--- src/rtl/pin_polarity_pkg.sv ---
package pin_polarity_pkg;
    localparam int ADDR_W = 3;

    typedef enum logic [ADDR_W-1:0] {
        ADDR_IN_INV   = 3'd0,
        ADDR_OUT_INV  = 3'd1,
        ADDR_OVR_EN   = 3'd2,
        ADDR_OVR_VAL  = 3'd3,
        ADDR_ALLOW0   = 3'd4,
        ADDR_ALLOW1   = 3'd5,
        ADDR_RAW_SNAP = 3'd6
    } cfg_addr_e;
endpackage

--- src/rtl/ppo_sync.sv ---
module ppo_sync #(
    parameter int WIDTH = 5
) (
    input  logic             clk_i,
    input  logic             rst_ni,
    input  logic [WIDTH-1:0] async_i,
    output logic [WIDTH-1:0] sync_o
);
    typedef struct packed {
        logic [WIDTH-1:0] stage1;
        logic [WIDTH-1:0] stage2;
    } sync_t;

    sync_t sync_d, sync_q;

    always_comb begin
        sync_d        = sync_q;
        sync_d.stage1 = async_i;
        sync_d.stage2 = sync_q.stage1;
    end

    always_ff @(posedge clk_i or negedge rst_ni) begin
        if (!rst_ni) sync_q <= '0;
        else         sync_q <= sync_d;
    end

    assign sync_o = sync_q.stage2;
endmodule

--- src/rtl/ppo_regfile.sv ---
module ppo_regfile
    import pin_polarity_pkg::*;
#(
    parameter int LANES = 5
) (
    input  logic              clk_i,
    input  logic              rst_ni,
    input  logic              we_i,
    input  logic [ADDR_W-1:0] addr_i,
    input  logic [LANES-1:0]  wdata_i,
    input  logic [LANES-1:0]  snap_i,
    output logic [LANES-1:0]  rdata_o,
    output logic [LANES-1:0]  in_inv_o,
    output logic [LANES-1:0]  out_inv_o,
    output logic [LANES-1:0]  ovr_en_o,
    output logic [LANES-1:0]  ovr_val_o,
    output logic [LANES-1:0]  allow0_o,
    output logic [LANES-1:0]  allow1_o
);
    typedef struct packed {
        logic [LANES-1:0] in_inv;
        logic [LANES-1:0] out_inv;
        logic [LANES-1:0] ovr_en;
        logic [LANES-1:0] ovr_val;
        logic [LANES-1:0] allow0;
        logic [LANES-1:0] allow1;
    } cfg_t;

    cfg_t cfg_d, cfg_q;

    always_comb begin
        cfg_d = cfg_q;
        if (we_i) begin
            case (addr_i)
                ADDR_IN_INV:  cfg_d.in_inv  = wdata_i;
                ADDR_OUT_INV: cfg_d.out_inv = wdata_i;
                ADDR_OVR_EN:  cfg_d.ovr_en  = wdata_i;
                ADDR_OVR_VAL: cfg_d.ovr_val = wdata_i;
                ADDR_ALLOW0:  cfg_d.allow0  = wdata_i;
                ADDR_ALLOW1:  cfg_d.allow1  = wdata_i;
                default:      cfg_d = cfg_q;
            endcase
        end
    end

    always_ff @(posedge clk_i or negedge rst_ni) begin
        if (!rst_ni) cfg_q <= '0;
        else         cfg_q <= cfg_d;
    end

    always_comb begin
        case (addr_i)
            ADDR_IN_INV:   rdata_o = cfg_q.in_inv;
            ADDR_OUT_INV:  rdata_o = cfg_q.out_inv;
            ADDR_OVR_EN:   rdata_o = cfg_q.ovr_en;
            ADDR_OVR_VAL:  rdata_o = cfg_q.ovr_val;
            ADDR_ALLOW0:   rdata_o = cfg_q.allow0;
            ADDR_ALLOW1:   rdata_o = cfg_q.allow1;
            ADDR_RAW_SNAP: rdata_o = snap_i;
            default:       rdata_o = '0;
        endcase
    end

    assign in_inv_o  = cfg_q.in_inv;
    assign out_inv_o = cfg_q.out_inv;
    assign ovr_en_o  = cfg_q.ovr_en;
    assign ovr_val_o = cfg_q.ovr_val;
    assign allow0_o  = cfg_q.allow0;
    assign allow1_o  = cfg_q.allow1;
endmodule

--- src/rtl/ppo_lane.sv ---
module ppo_lane #(
    parameter bit PASS_THRU = 1'b1
) (
    input  logic raw_i,
    input  logic in_inv_i,
    input  logic out_inv_i,
    input  logic ovr_en_i,
    input  logic ovr_val_i,
    input  logic allow0_i,
    input  logic allow1_i,
    output logic core_o,
    output logic pad_o
);
    logic normal_val;
    logic permit;
    logic pre_inv;

    always_comb begin
        core_o     = raw_i ^ in_inv_i;
        // lanes without a bypass rest at their asserted-low default
        normal_val = PASS_THRU ? core_o : 1'b0;
        permit     = ovr_val_i ? allow1_i : allow0_i;
        pre_inv    = (ovr_en_i && permit) ? ovr_val_i : normal_val;
        pad_o      = pre_inv ^ out_inv_i;
    end
endmodule

--- src/rtl/pin_polarity_ovr.sv ---
module pin_polarity_ovr
    import pin_polarity_pkg::*;
#(
    parameter int NUM_KEYS = 4
) (
    input  logic                clk_i,
    input  logic                rst_ni,
    input  logic                cfg_we_i,
    input  logic [ADDR_W-1:0]   cfg_addr_i,
    input  logic [NUM_KEYS:0]   cfg_wdata_i,
    output logic [NUM_KEYS:0]   cfg_rdata_o,
    input  logic [NUM_KEYS-1:0] key_raw_i,
    input  logic                wp_raw_i,
    output logic [NUM_KEYS-1:0] key_core_o,
    output logic                wp_core_o,
    output logic [NUM_KEYS-1:0] key_o,
    output logic                wp_l_o
);
    localparam int LANES = NUM_KEYS + 1;
    localparam int WP_LANE = NUM_KEYS;

    logic [LANES-1:0] raw_all;
    logic [LANES-1:0] raw_snap;
    logic [LANES-1:0] core_all;
    logic [LANES-1:0] pad_all;
    logic [LANES-1:0] in_inv_q, out_inv_q, ovr_en_q, ovr_val_q, allow0_q, allow1_q;

    assign raw_all = {wp_raw_i, key_raw_i};

    ppo_sync #(.WIDTH(LANES)) u_sync (
        .clk_i   (clk_i),
        .rst_ni  (rst_ni),
        .async_i (raw_all),
        .sync_o  (raw_snap)
    );

    ppo_regfile #(.LANES(LANES)) u_regs (
        .clk_i     (clk_i),
        .rst_ni    (rst_ni),
        .we_i      (cfg_we_i),
        .addr_i    (cfg_addr_i),
        .wdata_i   (cfg_wdata_i),
        .snap_i    (raw_snap),
        .rdata_o   (cfg_rdata_o),
        .in_inv_o  (in_inv_q),
        .out_inv_o (out_inv_q),
        .ovr_en_o  (ovr_en_q),
        .ovr_val_o (ovr_val_q),
        .allow0_o  (allow0_q),
        .allow1_o  (allow1_q)
    );

    for (genvar g = 0; g < LANES; g++) begin : g_lane
        ppo_lane #(.PASS_THRU(g != WP_LANE)) u_lane (
            .raw_i     (raw_all[g]),
            .in_inv_i  (in_inv_q[g]),
            .out_inv_i (out_inv_q[g]),
            .ovr_en_i  (ovr_en_q[g]),
            .ovr_val_i (ovr_val_q[g]),
            .allow0_i  (allow0_q[g]),
            .allow1_i  (allow1_q[g]),
            .core_o    (core_all[g]),
            .pad_o     (pad_all[g])
        );
    end

    assign key_core_o = core_all[NUM_KEYS-1:0];
    assign wp_core_o  = core_all[WP_LANE];
    assign key_o      = pad_all[NUM_KEYS-1:0];
    assign wp_l_o     = pad_all[WP_LANE];
endmodule

--- config.mk ---
export PLATFORM = sky130hd
export DESIGN_NAME = pin_polarity_ovr
export DESIGN_NICKNAME = d
export VERILOG_FILES = /design/src/rtl/pin_polarity_pkg.sv /design/src/rtl/ppo_sync.sv /design/src/rtl/ppo_regfile.sv /design/src/rtl/ppo_lane.sv /design/src/rtl/pin_polarity_ovr.sv
export SDC_FILE = /design/constraint.sdc
export NUM_CORES = 1
export LEC_CHECK = 0
export BUFFER_PORTS_ARGS = -buffer_cell sky130_fd_sc_hd__buf_4
export CAP_MARGIN = 20
export CELL_PAD_IN_SITES_DETAIL_PLACEMENT = 0
export CELL_PAD_IN_SITES_GLOBAL_PLACEMENT = 1
export CORE_MARGIN = 3
export CORE_UTILIZATION = 40
export DETAILED_ROUTE_END_ITERATION = 12
export PLACE_DENSITY_LB_ADDON = 0.1
export SKIP_LAST_GASP = 1
export SLEW_MARGIN = 20
export SYNTH_ARGS = -nofsm -noshare
export SYNTH_HDL_FRONTEND = slang
export SYNTH_SLANG_ARGS = --single-unit
--- constraint.sdc ---
create_clock -name clk_i -period 2.75 [get_ports clk_i]
set_input_delay 0.1375 -clock clk_i [delete_from_list [all_inputs] [get_ports clk_i]]
set_output_delay 0.1375 -clock clk_i [all_outputs]
set_load 0.1 [all_outputs]
==> impl_metrics.csv <==
group,metric,value,unit
run_status,outcome,"finished clean",
clock_network,post_cts_resized,0,
sta,finClkSkew,0.0005384,ns
drt,drc,0,
drt,routed_wl,4308,µm
sta,fin_crit_sh,72.02,%
clock_network,cts.sinks,40,
setup_path,cp_cell_sequence,"dlygate4sd3_1 > buf_4 > xnor2_1 > inv_1 > a211o_1 > o211ai_1 > buf_4",
grt,grt_pass1_vias,1411,
finish,multi_input_area,952.2,µm²
drt,viasPerCell,5.177,
grt,grt_remaining_overflow,0,
clock_network,clk_latency,0.29,ns
clock_network,tritoncts,"done",
synth,synth.distinct_cells,29,
sta,finalHoldViolCount,0,
synth,syn_nets,183,
setup_path,cp_common_cell,"buf_4",
synth,yosysMostFrequentCell,"dfrtp_1",
job,cap_violations,0,
drt,vias,1372,
sta,post-route-min-period,1.981,ns
finish,regArea,1001,µm²
sta,setup_violations,0,
synth,synth-edff-count,0,
setup_path,worstPathMaxFanout,3,
synth,yosysWarnings,0,
finish,drive_gt1_share,38.89,%
synth,synth_seq_area_share,47.96,%
sta,max_clock_freq,504.9,MHz
worst_hold_path,worstHoldPathType,"primary input to flip-flop",
drt,dr.first_iter.drc_count,79,
setup_path,slowest_delay,0.54,ns
sta,setup-tns-final,0,ns
finish,final_nets,213,
setup_path,critPathRequiredTime,2.61,ns
die,coreArea,4880,µm²
clock_network,htreeDepth,2,
sta,slew_viol_final,0,
setup_path,critPathCaptureType,"primary output",
synth,syn_area,2087,µm²
placement,portBuffers,30,
power_and_ir_drop,design_power_total,2.230,mW
grt,grt.total_usage,15.31,%
synth,syn-mean-instance-area,12.50,µm²
setup_path,cpLargestDelayFamily,"buffers and inverters",
synth,yosys.area.top_type,"dfrtp_1",
clock_network,clk_path_buf_depth,2,
synth,synth_top_cell_area_share,47.96,%
finish,antenna_cells,0,
finish,syn_to_final_growth,18.23,%
die,die_h,78.23,µm
setup_path,cp_slowest_cell,"dlygate4sd3_1",
die,start_util,42.77,%
clock_network,post_cts_buffers,0,
synth,synthArstFlopShare,100.0,%
sta,rsz0062_at_grt,"false",
grt,use_met2,25.77,%
synth,synthTopCellsByArea,"dfrtp_1 48%, mux2_2 18%, mux4_1 3.8%",
grt,antenna_found_initial,0,
die,row_count,25,
setup_path,crit_type,"primary input to primary output",
synth,synthTopCellsByCount,"40 x dfrtp_1, 33 x mux2_2, 11 x nand2_1, 9 x inv_1, 8 x buf_4",
grt,grt_pass1_wl,7176,µm
sta,worstMarginPinSlew,0.5068,ns
die,pin_count,31,
grt,use_met3,4.128,%
finish,n_fill_cell,467,
power_and_ir_drop,powerDensity,903.7,nW/µm²
drt,postRouteAntennaNets,0,
setup_path,critPathArrivalTime,1.84,ns
die,die_width,78.23,µm
power_and_ir_drop,p_leak,1.092,nW
power_and_ir_drop,ir_drop,469.3,µV
placement,gp_congestion,0.7383,
drt,dr.pass1.iters,4,
synth,syn_inst,167,
synth,ys.flop_type,"dfrtp_1",
grt,busiest_layer,"met2",
grt,met1_usage,18.97,%
grt,grt_max_degree,41,
placement,dp_hpwl,3027,µm
setup_path,start_kind,"primary input",
die,dieArea,6120,µm²
clock_network,cts_buffers,5,
sta,relSlewSlack,66.21,%
synth,ys_ff_latch,40,
setup_path,crit_buf_inv,4,
clock_network,cts_root_buffer,"clkbuf_8",
drt,wl_per_cell,16.26,µm
clock_network,path_clk_slew,0.08,ns
state kept, by name, indices dropped and copies added, names as in the netlist:
name,flops
u_regs.allow1_o,5
u_regs.ovr_en_o,5
u_sync.sync_o,5
u_regs.out_inv_o,5
u_regs.in_inv_o,5
u_regs.allow0_o,5
u_regs.ovr_val_o,5
u_sync.sync_d,5
what timing repair did:
| item | in CTS | in global routing |
|---|---|---|
| endpoints found under the setup margin | 0 | 0 |
| hold endpoints to repair | 45 | 0 |
| hold buffers | 6 | 0 |
metrics by stage:
step                hold slack, ns  std cells  area, µm²  utilization, %  setup slack [ns]
CTS                         0.1091        265       2467           50.56            0.7720
global placement            0.1425        251       2296           47.05             1.223
global route                0.1087        265       2467           50.56            0.6820
finish                      0.1151        265       2467           50.56            0.7694
detailed placement          0.1539        251       2296           47.05             1.166
floorplan                  -0.1581        167       2087               -            0.4058
layout make-up:
type	instances	area share (%)
timing repair buffer	36	11.56
inverter	9	1.369
tap	67	3.398
multi-input combinational	105	38.59
sequential	40	40.57
clock inverter	3	1.724
clock buffer	5	2.789
logic make-up after synthesis:
logic type,share of synthesized area (%)
simple gates,9.653
flops,47.96
xor+xnor,2.518
mux,23.50
compound gates,9.952
buf+inv,6.414
worst paths after layout:
check	depth (start not counted)	slack, ns	from	to
hold reg to reg	0	0.35	u_sync.sync_d[4]	u_sync.sync_o[4]
max in group asynchronous	2	2.04	rst_ni	u_regs.out_inv_o[4]
min in group asynchronous	2	0.36	rst_ni	u_sync.sync_d[2]
hold / removal	2	0.12	cfg_wdata_i[2]	u_regs.ovr_en_o[2]
setup / recovery	7	0.77	key_raw_i[0]	key_o[0]
setup reg to reg	1	1.94	u_regs.out_inv_o[2]	u_regs.out_inv_o[2]
report_power, final:
part,internal (mW),switching (mW)
registers,0.693,0.0928
logic,0.289,0.673
clock network,0.269,0.213
routing by layer:
layer  vias up  share of wire [%]
li1        658                  -
met1       681                 45
met2        26                 49
met3         7                4.4
met4         0                1.5
met5         -                  0
placed cells by master, fill, tap and decap left out, drive strengths merged, types with 5 or more instances in the layout:
| cell type | instances |
|---|---|
| dfrtp | 40 |
| mux2 | 33 |
| buf | 30 |
| nand2 | 11 |
| inv | 9 |
| a21oi | 7 |
| dlygate4sd3 | 6 |
| nor2 | 6 |
| xnor2 | 5 |
| nand3 | 5 |
| clkbuf | 5 |
No activity file was read; power rests on OpenSTA's default activity.
